===== src/rtl/arq_tx_pkg.sv =====
package arq_tx_pkg;
  localparam int CTRL_W = 9;

  typedef enum logic [1:0] {S_IDLE, S_SEND, S_WAIT} tx_state_e;
  typedef enum logic [1:0] {G_ADDR, G_CTRL, G_PAY, G_CRC} seg_e;
endpackage


===== src/rtl/arq_crc_ser.sv =====
module arq_crc_ser #(
  parameter int          W    = 16,
  parameter logic [W-1:0] POLY = '0,
  parameter logic [W-1:0] INIT = '1
) (
  input  logic         clk,
  input  logic         rst,
  input  logic         init,
  input  logic         en,
  input  logic         din,
  output logic [W-1:0] crc
);
  logic fb;
  assign fb = crc[W-1] ^ din;

  always_ff @(posedge clk) begin
    if (rst || init) crc <= INIT;
    else if (en)     crc <= {crc[W-2:0], 1'b0} ^ ({W{fb}} & POLY);
  end
endmodule


===== src/rtl/arq_retry_timer.sv =====
module arq_retry_timer #(
  parameter int STEP_TICKS = 250
) (
  input  logic       clk,
  input  logic       rst,
  input  logic       load,
  input  logic [3:0] nib,
  input  logic       tick,
  output logic       expire
);
  localparam int CNT_W = $clog2(16 * STEP_TICKS + 1);
  localparam logic [CNT_W-1:0] STEP_C = CNT_W'(STEP_TICKS);

  logic [CNT_W-1:0] cnt;

  assign expire = tick && (cnt == CNT_W'(1));

  always_ff @(posedge clk) begin
    if (rst)                    cnt <= '0;
    else if (load)              cnt <= (CNT_W'(nib) + CNT_W'(1)) * STEP_C;
    else if (tick && cnt != '0) cnt <= cnt - CNT_W'(1);
  end
endmodule


===== src/rtl/arq_tx_ctrl.sv =====
module arq_tx_ctrl
  import arq_tx_pkg::*;
#(
  parameter int ADDR_W     = 32,
  parameter int MAX_LEN    = 32,
  parameter int STEP_TICKS = 250
) (
  input  logic                       clk,
  input  logic                       rst,
  input  logic                       tick_us,
  input  logic [ADDR_W-1:0]          cfg_addr,
  input  logic                       cfg_crc16,
  input  logic [7:0]                 cfg_retr,
  input  logic                       fifo_empty,
  input  logic [5:0]                 fifo_len,
  input  logic                       fifo_noack,
  output logic [$clog2(MAX_LEN)-1:0] pl_idx,
  input  logic [7:0]                 pl_byte,
  output logic                       fifo_pop,
  input  logic                       ack_in,
  input  logic                       clr_done,
  input  logic                       clr_maxrt,
  output logic                       tx_bit,
  output logic                       tx_vld,
  output logic                       tx_last,
  output logic                       st_done,
  output logic                       st_maxrt
);
  localparam int IDX_W  = $clog2(MAX_LEN);
  localparam int BCNT_W = $clog2(MAX_LEN * 8 + 1);
  localparam int AIW    = $clog2(ADDR_W);

  tx_state_e          state, nxt;
  seg_e               seg;
  logic [BCNT_W-1:0]  bcnt;
  logic [IDX_W-1:0]   pidx;
  logic [5:0]         len_q;
  logic               noack_q, crc16_q;
  logic [7:0]         retr_q;
  logic [3:0]         tries;
  logic [1:0]         pid;
  logic [ADDR_W-1:0]  addr_q;
  logic [CTRL_W-1:0]  ctrl_w;
  logic [15:0]        c16;
  logic [7:0]         c8;
  logic               cur_bit, last_bit, start, retry, give_up, acked;
  logic               pop_c, crc_init, tmr_load, crc_en, expire;

  assign ctrl_w = {len_q, pid, noack_q};
  assign pl_idx = pidx;

  // Bit counter runs downward, so within each segment it is the bit index.
  always_comb begin
    unique case (seg)
      G_ADDR:  cur_bit = addr_q[bcnt[AIW-1:0]];
      G_CTRL:  cur_bit = ctrl_w[bcnt[3:0]];
      G_PAY:   cur_bit = pl_byte[bcnt[2:0]];
      default: cur_bit = crc16_q ? c16[bcnt[3:0]] : c8[bcnt[2:0]];
    endcase
  end

  always_comb begin
    last_bit = (state == S_SEND) && (seg == G_CRC) && (bcnt == '0);
    start    = (state == S_IDLE) && !fifo_empty && !st_maxrt;
    acked    = (state == S_WAIT) && ack_in;
    retry    = (state == S_WAIT) && !ack_in && expire && (tries != retr_q[3:0]);
    give_up  = (state == S_WAIT) && !ack_in && expire && (tries == retr_q[3:0]);
    pop_c    = acked || (last_bit && noack_q);
    crc_init = start || retry;
    tmr_load = last_bit && !noack_q;
    crc_en   = (state == S_SEND) && (seg != G_CRC);
    nxt      = state;
    if (start || retry)   nxt = S_SEND;
    if (last_bit)         nxt = noack_q ? S_IDLE : S_WAIT;
    if (acked || give_up) nxt = S_IDLE;
  end

  arq_crc_ser #(.W(16), .POLY(16'h1021), .INIT(16'hFFFF)) u_crc16 (
    .clk(clk), .rst(rst), .init(crc_init), .en(crc_en), .din(cur_bit), .crc(c16));

  arq_crc_ser #(.W(8), .POLY(8'h07), .INIT(8'hFF)) u_crc8 (
    .clk(clk), .rst(rst), .init(crc_init), .en(crc_en), .din(cur_bit), .crc(c8));

  arq_retry_timer #(.STEP_TICKS(STEP_TICKS)) u_timer (
    .clk(clk), .rst(rst), .load(tmr_load), .nib(retr_q[7:4]), .tick(tick_us),
    .expire(expire));

  always_ff @(posedge clk) begin
    if (rst) begin
      state   <= S_IDLE;
      seg     <= G_ADDR;
      bcnt    <= '0;
      pidx    <= '0;
      len_q   <= '0;
      noack_q <= 1'b0;
      crc16_q <= 1'b0;
      retr_q  <= '0;
      tries   <= '0;
      pid     <= '0;
      addr_q  <= '0;
      tx_bit  <= 1'b0;
      tx_vld  <= 1'b0;
      tx_last <= 1'b0;
      fifo_pop <= 1'b0;
      st_done  <= 1'b0;
      st_maxrt <= 1'b0;
    end else begin
      state    <= nxt;
      tx_vld   <= (state == S_SEND);
      tx_bit   <= (state == S_SEND) && cur_bit;
      tx_last  <= last_bit;
      fifo_pop <= pop_c;
      st_done  <= pop_c   || (st_done  && !clr_done);
      st_maxrt <= give_up || (st_maxrt && !clr_maxrt);
      if (pop_c) pid <= pid + 2'd1;
      if (start) begin
        len_q   <= fifo_len;
        noack_q <= fifo_noack;
        crc16_q <= cfg_crc16;
        retr_q  <= cfg_retr;
        addr_q  <= cfg_addr;
        tries   <= '0;
      end
      if (retry) tries <= tries + 4'd1;
      if (crc_init) begin
        seg  <= G_ADDR;
        bcnt <= BCNT_W'(ADDR_W - 1);
        pidx <= '0;
      end else if (state == S_SEND && bcnt == '0) begin
        unique case (seg)
          G_ADDR: begin
            seg  <= G_CTRL;
            bcnt <= BCNT_W'(CTRL_W - 1);
          end
          G_CTRL: begin
            if (len_q != '0) begin
              seg  <= G_PAY;
              bcnt <= BCNT_W'({len_q, 3'b000}) - BCNT_W'(1);
            end else begin
              seg  <= G_CRC;
              bcnt <= crc16_q ? BCNT_W'(15) : BCNT_W'(7);
            end
          end
          G_PAY: begin
            seg  <= G_CRC;
            bcnt <= crc16_q ? BCNT_W'(15) : BCNT_W'(7);
          end
          default: seg <= G_ADDR;
        endcase
      end else if (state == S_SEND) begin
        bcnt <= bcnt - BCNT_W'(1);
        if (seg == G_PAY && bcnt[2:0] == 3'd0) pidx <= pidx + IDX_W'(1);
      end
    end
  end
endmodule


===== config.mk =====
export PLATFORM = sky130hd
export DESIGN_NAME = arq_tx_ctrl
export DESIGN_NICKNAME = d
export VERILOG_FILES = /design/src/rtl/arq_tx_pkg.sv /design/src/rtl/arq_crc_ser.sv /design/src/rtl/arq_retry_timer.sv /design/src/rtl/arq_tx_ctrl.sv
export SDC_FILE = /design/constraint.sdc
export NUM_CORES = 1
export LEC_CHECK = 0
export BUFFER_PORTS_ARGS = -buffer_cell sky130_fd_sc_hd__buf_4
export CELL_PAD_IN_SITES_DETAIL_PLACEMENT = 2
export CELL_PAD_IN_SITES_GLOBAL_PLACEMENT = 2
export CORE_UTILIZATION = 38
export DETAILED_ROUTE_END_ITERATION = 10
export GPL_ROUTABILITY_DRIVEN = 0
export PLACE_DENSITY_LB_ADDON = 0.1
export SYNTH_ARGS = -nofsm -noshare
export SYNTH_HDL_FRONTEND = slang
export SYNTH_SLANG_ARGS = --single-unit

===== constraint.sdc =====
create_clock -name clk -period 11.7 [get_ports clk]
set_input_delay 1.17 -clock clk [delete_from_list [all_inputs] [get_ports clk]]
set_output_delay 1.17 -clock clk [all_outputs]
set_load 0.005 [all_outputs]

After elaboration in Yosys (flattened, before gate mapping)
Index checks and enable logic that the tools add are counted.
{ "totals": {"input_bits": 63, "reg_bits": 114} }
{ "classes": {"n_lt_le_gt_ge": 3, "addsub": 7, "n_reduce_logical": 48, "bitwise_logic": 5, "muxes": 27, "n_eq_ne": 11, "n_mul": 1} }
{ "op_table": {"columns": ["operator", "n"], "rows": [
  ["2-to-1 mux 9 bit", 3],
  ["case mux 9 bit (3 select lines)", 1],
  ["2-to-1 mux 12 bit", 2],
  ["logical AND 1 bit", 19],
  ["subtractor 9 x 1 -> 9 bit, second input constant", 2],
  ["XOR 16 x 13 -> 16 bit", 1],
  ["== test 12 x 1 -> 1 bit, second input constant", 1],
  ["multiplier 12 x 7 -> 11 bit, second input constant", 1],
  ["2-to-1 mux 4 bit", 3],
  ["nonzero test 12 bit", 1],
  ["subtractor 12 x 1 -> 12 bit, second input constant", 1],
  ["zero test 9 bit", 1],
  ["binary-select mux 1 bit (select 4 bit)", 2],
  ["nonzero test 2 bit", 4],
  ["XOR 8 x 3 -> 8 bit", 1],
  ["2-to-1 mux 1 bit", 7],
  ["binary-select mux 1 bit (select 3 bit)", 2],
  ["== test 2 bit, second input constant", 3],
  ["zero test 1 bit", 6],
  ["logical OR 1 bit", 6],
  ["less-than comparator 5 x 6 -> 1 bit, second input constant", 1],
  ["2-to-1 mux 2 bit", 3],
  ["case mux 2 bit (3 select lines)", 1],
  ["nonzero test 6 bit", 1],
  ["23 further kinds", 29]
]} }

Depth between registers and ports, before layout
{ "depth": {"ltp_word": 7, "ltp_mapped": 16} }

Modules after synthesis
A second synthesis with hierarchy kept.
{ "hier_totals": {"cells_unflattened": 731, "hier_area_um2": 6507.5} }
{ "by_module_without_submodules": {"columns": ["module", "area_each_um2", "cells_each", "n_inst"], "rows": [
  ["arq_tx_ctrl", 4048.9, 481, 1],
  ["arq_retry_timer", 1502.7, 164, 1],
  ["arq_crc_ser at u_crc16", 619.3, 56, 1],
  ["arq_crc_ser at u_crc8", 336.6, 30, 1]
]} }

Worst setup path before layout
Ideal clock, no wire load.
{ "synth_path": {"path_kind": "reg2reg", "start": "register retr_q[4]", "end": "register u_timer.cnt[11]", "arrival_ps": 4050, "path_slack_ps": 7538, "stages_incl_launch_ff": 17, "synth_period_minus_slack_ps": 4162, "setup_ps": 112, "path_cell_list": "dfxtp_1 > ha_1 > xor2_1 > inv_1 > fa_1 > inv_1 > fa_1 > inv_1 > fa_1 > inv_1 > ha_1 > inv_1 > o21bai_1 > a21oi_1 > o21ai_0 > nor2_1 > a2111oi_1"} }
{ "synth_via": {"elab_chain_cells": 3} }
{ "synth_rtl": {"columns": ["element", "line", "source"], "rows": [
  ["start, declared", "arq_tx_ctrl.sv:39", "logic [7:0] retr_q;"],
  ["start signal, assigned", "arq_tx_ctrl.sv:120", "retr_q <= cfg_retr;"],
  ["adder 4 x 1 -> 5 bit", "arq_retry_timer.sv:20", "else if (load) cnt <= (CNT_W'(nib) + CNT_W'(1)) * STEP_C;"],
  ["multiplier 12 x 7 -> 11 bit", "arq_retry_timer.sv:20", null],
  ["2-to-1 mux 12 bit", "arq_retry_timer.sv:20", null],
  ["end signal, assigned", "arq_retry_timer.sv:20", null],
  ["end signal, assigned", "arq_retry_timer.sv:21", "else if (tick && cnt != '0) cnt <= cnt - CNT_W'(1);"],
  ["end, declared", "arq_retry_timer.sv:14", "logic [CNT_W-1:0] cnt;"]
]} }
No other way between the ends.
A chain may end at the register's enable or synchronous reset.

Worst setup path in the final report
Ends and elaborated chain as after synthesis.

==> qor.csv <==
metric,value,unit
regArea,2280,µm²
crit_type,reg -> reg,
start_util,39.0,%
synthTopCellsByArea,"dfxtp_1 (37%), nand2_1 (9.4%), ha_1 (6.0%)",
async_reset_ff_share,0,%
synth_cells,729,
min_period,4940,ps
tightest_slew,1120,ps
wl_per_cell,19.5,µm
portBuffers,73,
mostFrequentLayoutCell,nand2_1,
antenna_found_initial,0,
drtIter0Drc,218,
setup_viol,0,
firstDrtPassIters,4,
synthDistinctLibCells,63,
timing.hold.ws,455,ps
status,"finished, final reports clean",
yosysSeqAreaShare,36.7,%
min_period_over_period,42.2,%
yosysTopAreaCellShare,36.7,%
cts_buffer_depth,2,
synth-warning-count,0,
diodes,0,
fillCellCount,1747,
routed_wl,19.8,mm
grt_max_degree,81,
layout_common_cells,"nand2_1 (156), dfxtp_1 (114), buf_4 (77), a21oi_1 (70), nor2_1 (53)",
vias,5535,
ios,74,
final_cell_count_no_fill,1013,
rsz0062_at_grt,false,
cts.clk_slew.worst_paths,50,ps
die_w,130,µm
fin_nets,889,
grt_pass1_wl,32.0,mm
drtAntennaViolNets,0,
cts.sinks,114,
p_leak,3.20,nW
synth_seq_cells,114,
power.density,176,nW/µm²
hp-class,reg -> reg,
rows,46,
fp.dieArea,16900,µm²
post-place-cells,983,
ir_drop,105,µV
tns,0,ps
hold_buffers,0,
cts_tree,yes,
multi_input_area,3640,µm²
skew,7.96,ps
die_h,130,µm
hold_viol,0,
grt_overflow,0,
timing.fmax,0.203,GHz
syn_nets,832,
drc,0,
cts_inserted_buffers,17,
via_per_inst,5.46,
grtUsageTotal,24.9,%
relSlewSlack,25.3,%
crit_required,11960,ps
synth_edf_count,0,
post-cts-setup-buffers,0,
coreArea,15900,µm²
cts_root_buf,clkbuf_16,
end_kind,flop,
start_kind,flop,
cap_violations,0,
power,1.33,mW
htreeDepth,4,
cts_resized,0,
dp_hpwl,13.5,mm
drive_above_1_share,16.6,%
report.final.slew_viol_count,0,
grt_pass1_vias,6216,
clk-insertion-delay-late,420,ps
synth.avg_cell_area,8.54,µm²
yosysTopAreaCell,dfxtp_1,
critical_path_peak_fanout,10,
ys.flop_type,dfxtp_1,
areaGrowthSynthToFinish,20.9,%
syn_area,6220,µm²
worstPathArrival,5200,ps
Yosys cell counts (3+ instances only):
cell type	number
a211oi_1	11
a21o_1	4
a21oi_1	70
a221oi_1	3
and3_1	4
and4_1	3
buf_2	5
clkbuf_1	31
dfxtp_1	114
fa_1	10
ha_1	30
inv_1	36
mux2i_1	5
mux4_1	7
mux4_2	11
nand2_1	156
nand2b_1	5
nand3_1	29
nand4_1	4
nor2_1	55
nor2b_1	6
nor3_1	16
nor3b_1	3
nor4_1	7
o21ai_0	18
xnor2_1	22
xnor3_1	4
xor2_1	13
metrics by stage:
step	worst slack, ps	util (%)	area, µm²
after floorplan	7540	-	6220
after global placement	7270	43.4	6920
final	6760	47.2	7530
after detailed placement	6980	43.4	6920
after CTS	6720	47.2	7530
after global routing	6530	47.2	7530
where the power goes:
part           switching [mW]  internal (mW)  leakage, nW  total, mW
Sequential             0.0377          0.422        0.933      0.460
Clock                   0.187          0.354        0.289      0.541
Combinational           0.187          0.139         1.98      0.326
Total                   0.412          0.915         3.20       1.33
cell type report:
cell class	count	share of cell area, %
multi-input combinational	538	48.4
clock buffer	21	6.38
clock inverter	9	1.73
sequential	114	30.3
tap	216	3.59
inverter	38	1.90
timing repair buffer	77	7.68
cell families (layout without fill, tap and decap cells):
kind of cell / Yosys count / in the layout / synth area share [%]
buffers and inverters: 77 / 145 / 4.99
adders and majority gates: 40 / 40 / 9.25
muxes: 24 / 24 / 7.98
xor gates and xnor gates: 39 / 39 / 6.37
DFF: 114 / 114 / 36.7
AOI/OAI and AO/OA: 132 / 132 / 13.0
and+or+nand+nor: 303 / 303 / 21.7
critical path, stage by stage, from the launching register on:
cell       delay [ps]
dfxtp_1           610
ha_1              300
xor2_1            400
inv_1             160
fa_1              560
inv_1             120
fa_1              560
inv_1              60
fa_1              530
inv_1              40
ha_1              320
inv_1              60
o21bai_1          130
a21oi_1           120
o21ai_0           250
nor2_1             80
a2111oi_1         470
metal layers:
metal / vias to the layer above / routed length [µm] / GRT usage (%)
met5: - / 0 / 0
met4: 0 / 363 / 8.21
met3: 32 / 519 / 4.76
met2: 86 / 10600 / 46.9
met1: 2794 / 8310 / 27.9
li1: 2623 / - / -
state kept, by name, summed over array words and instances (netlist names):
signal	count
pl_idx	5
u_timer.cnt	12
bcnt	9
st_maxrt	1
state	2
tx_last	1
tx_vld	1
seg	2
tx_bit	1
retr_q	8
addr_q	32
fifo_pop	1
len_q	6
tries	4
noack_q	1
st_done	1
pid	2
u_crc16.crc	16
crc16_q	1
u_crc8.crc	8
worst paths after layout:
| check | from | end | slack, ps | cells after the start |
|---|---|---|---|---|
| setup / recovery | retr_q[4] | u_timer.cnt[11] | 6760 | 16 |
| hold / removal | addr_q[24] | addr_q[24] | 450 | 2 |
| setup reg to reg | retr_q[4] | u_timer.cnt[11] | 6760 | 16 |
| hold reg to reg | addr_q[24] | addr_q[24] | 450 | 2 |
Power figures use the tool's default switching activity.
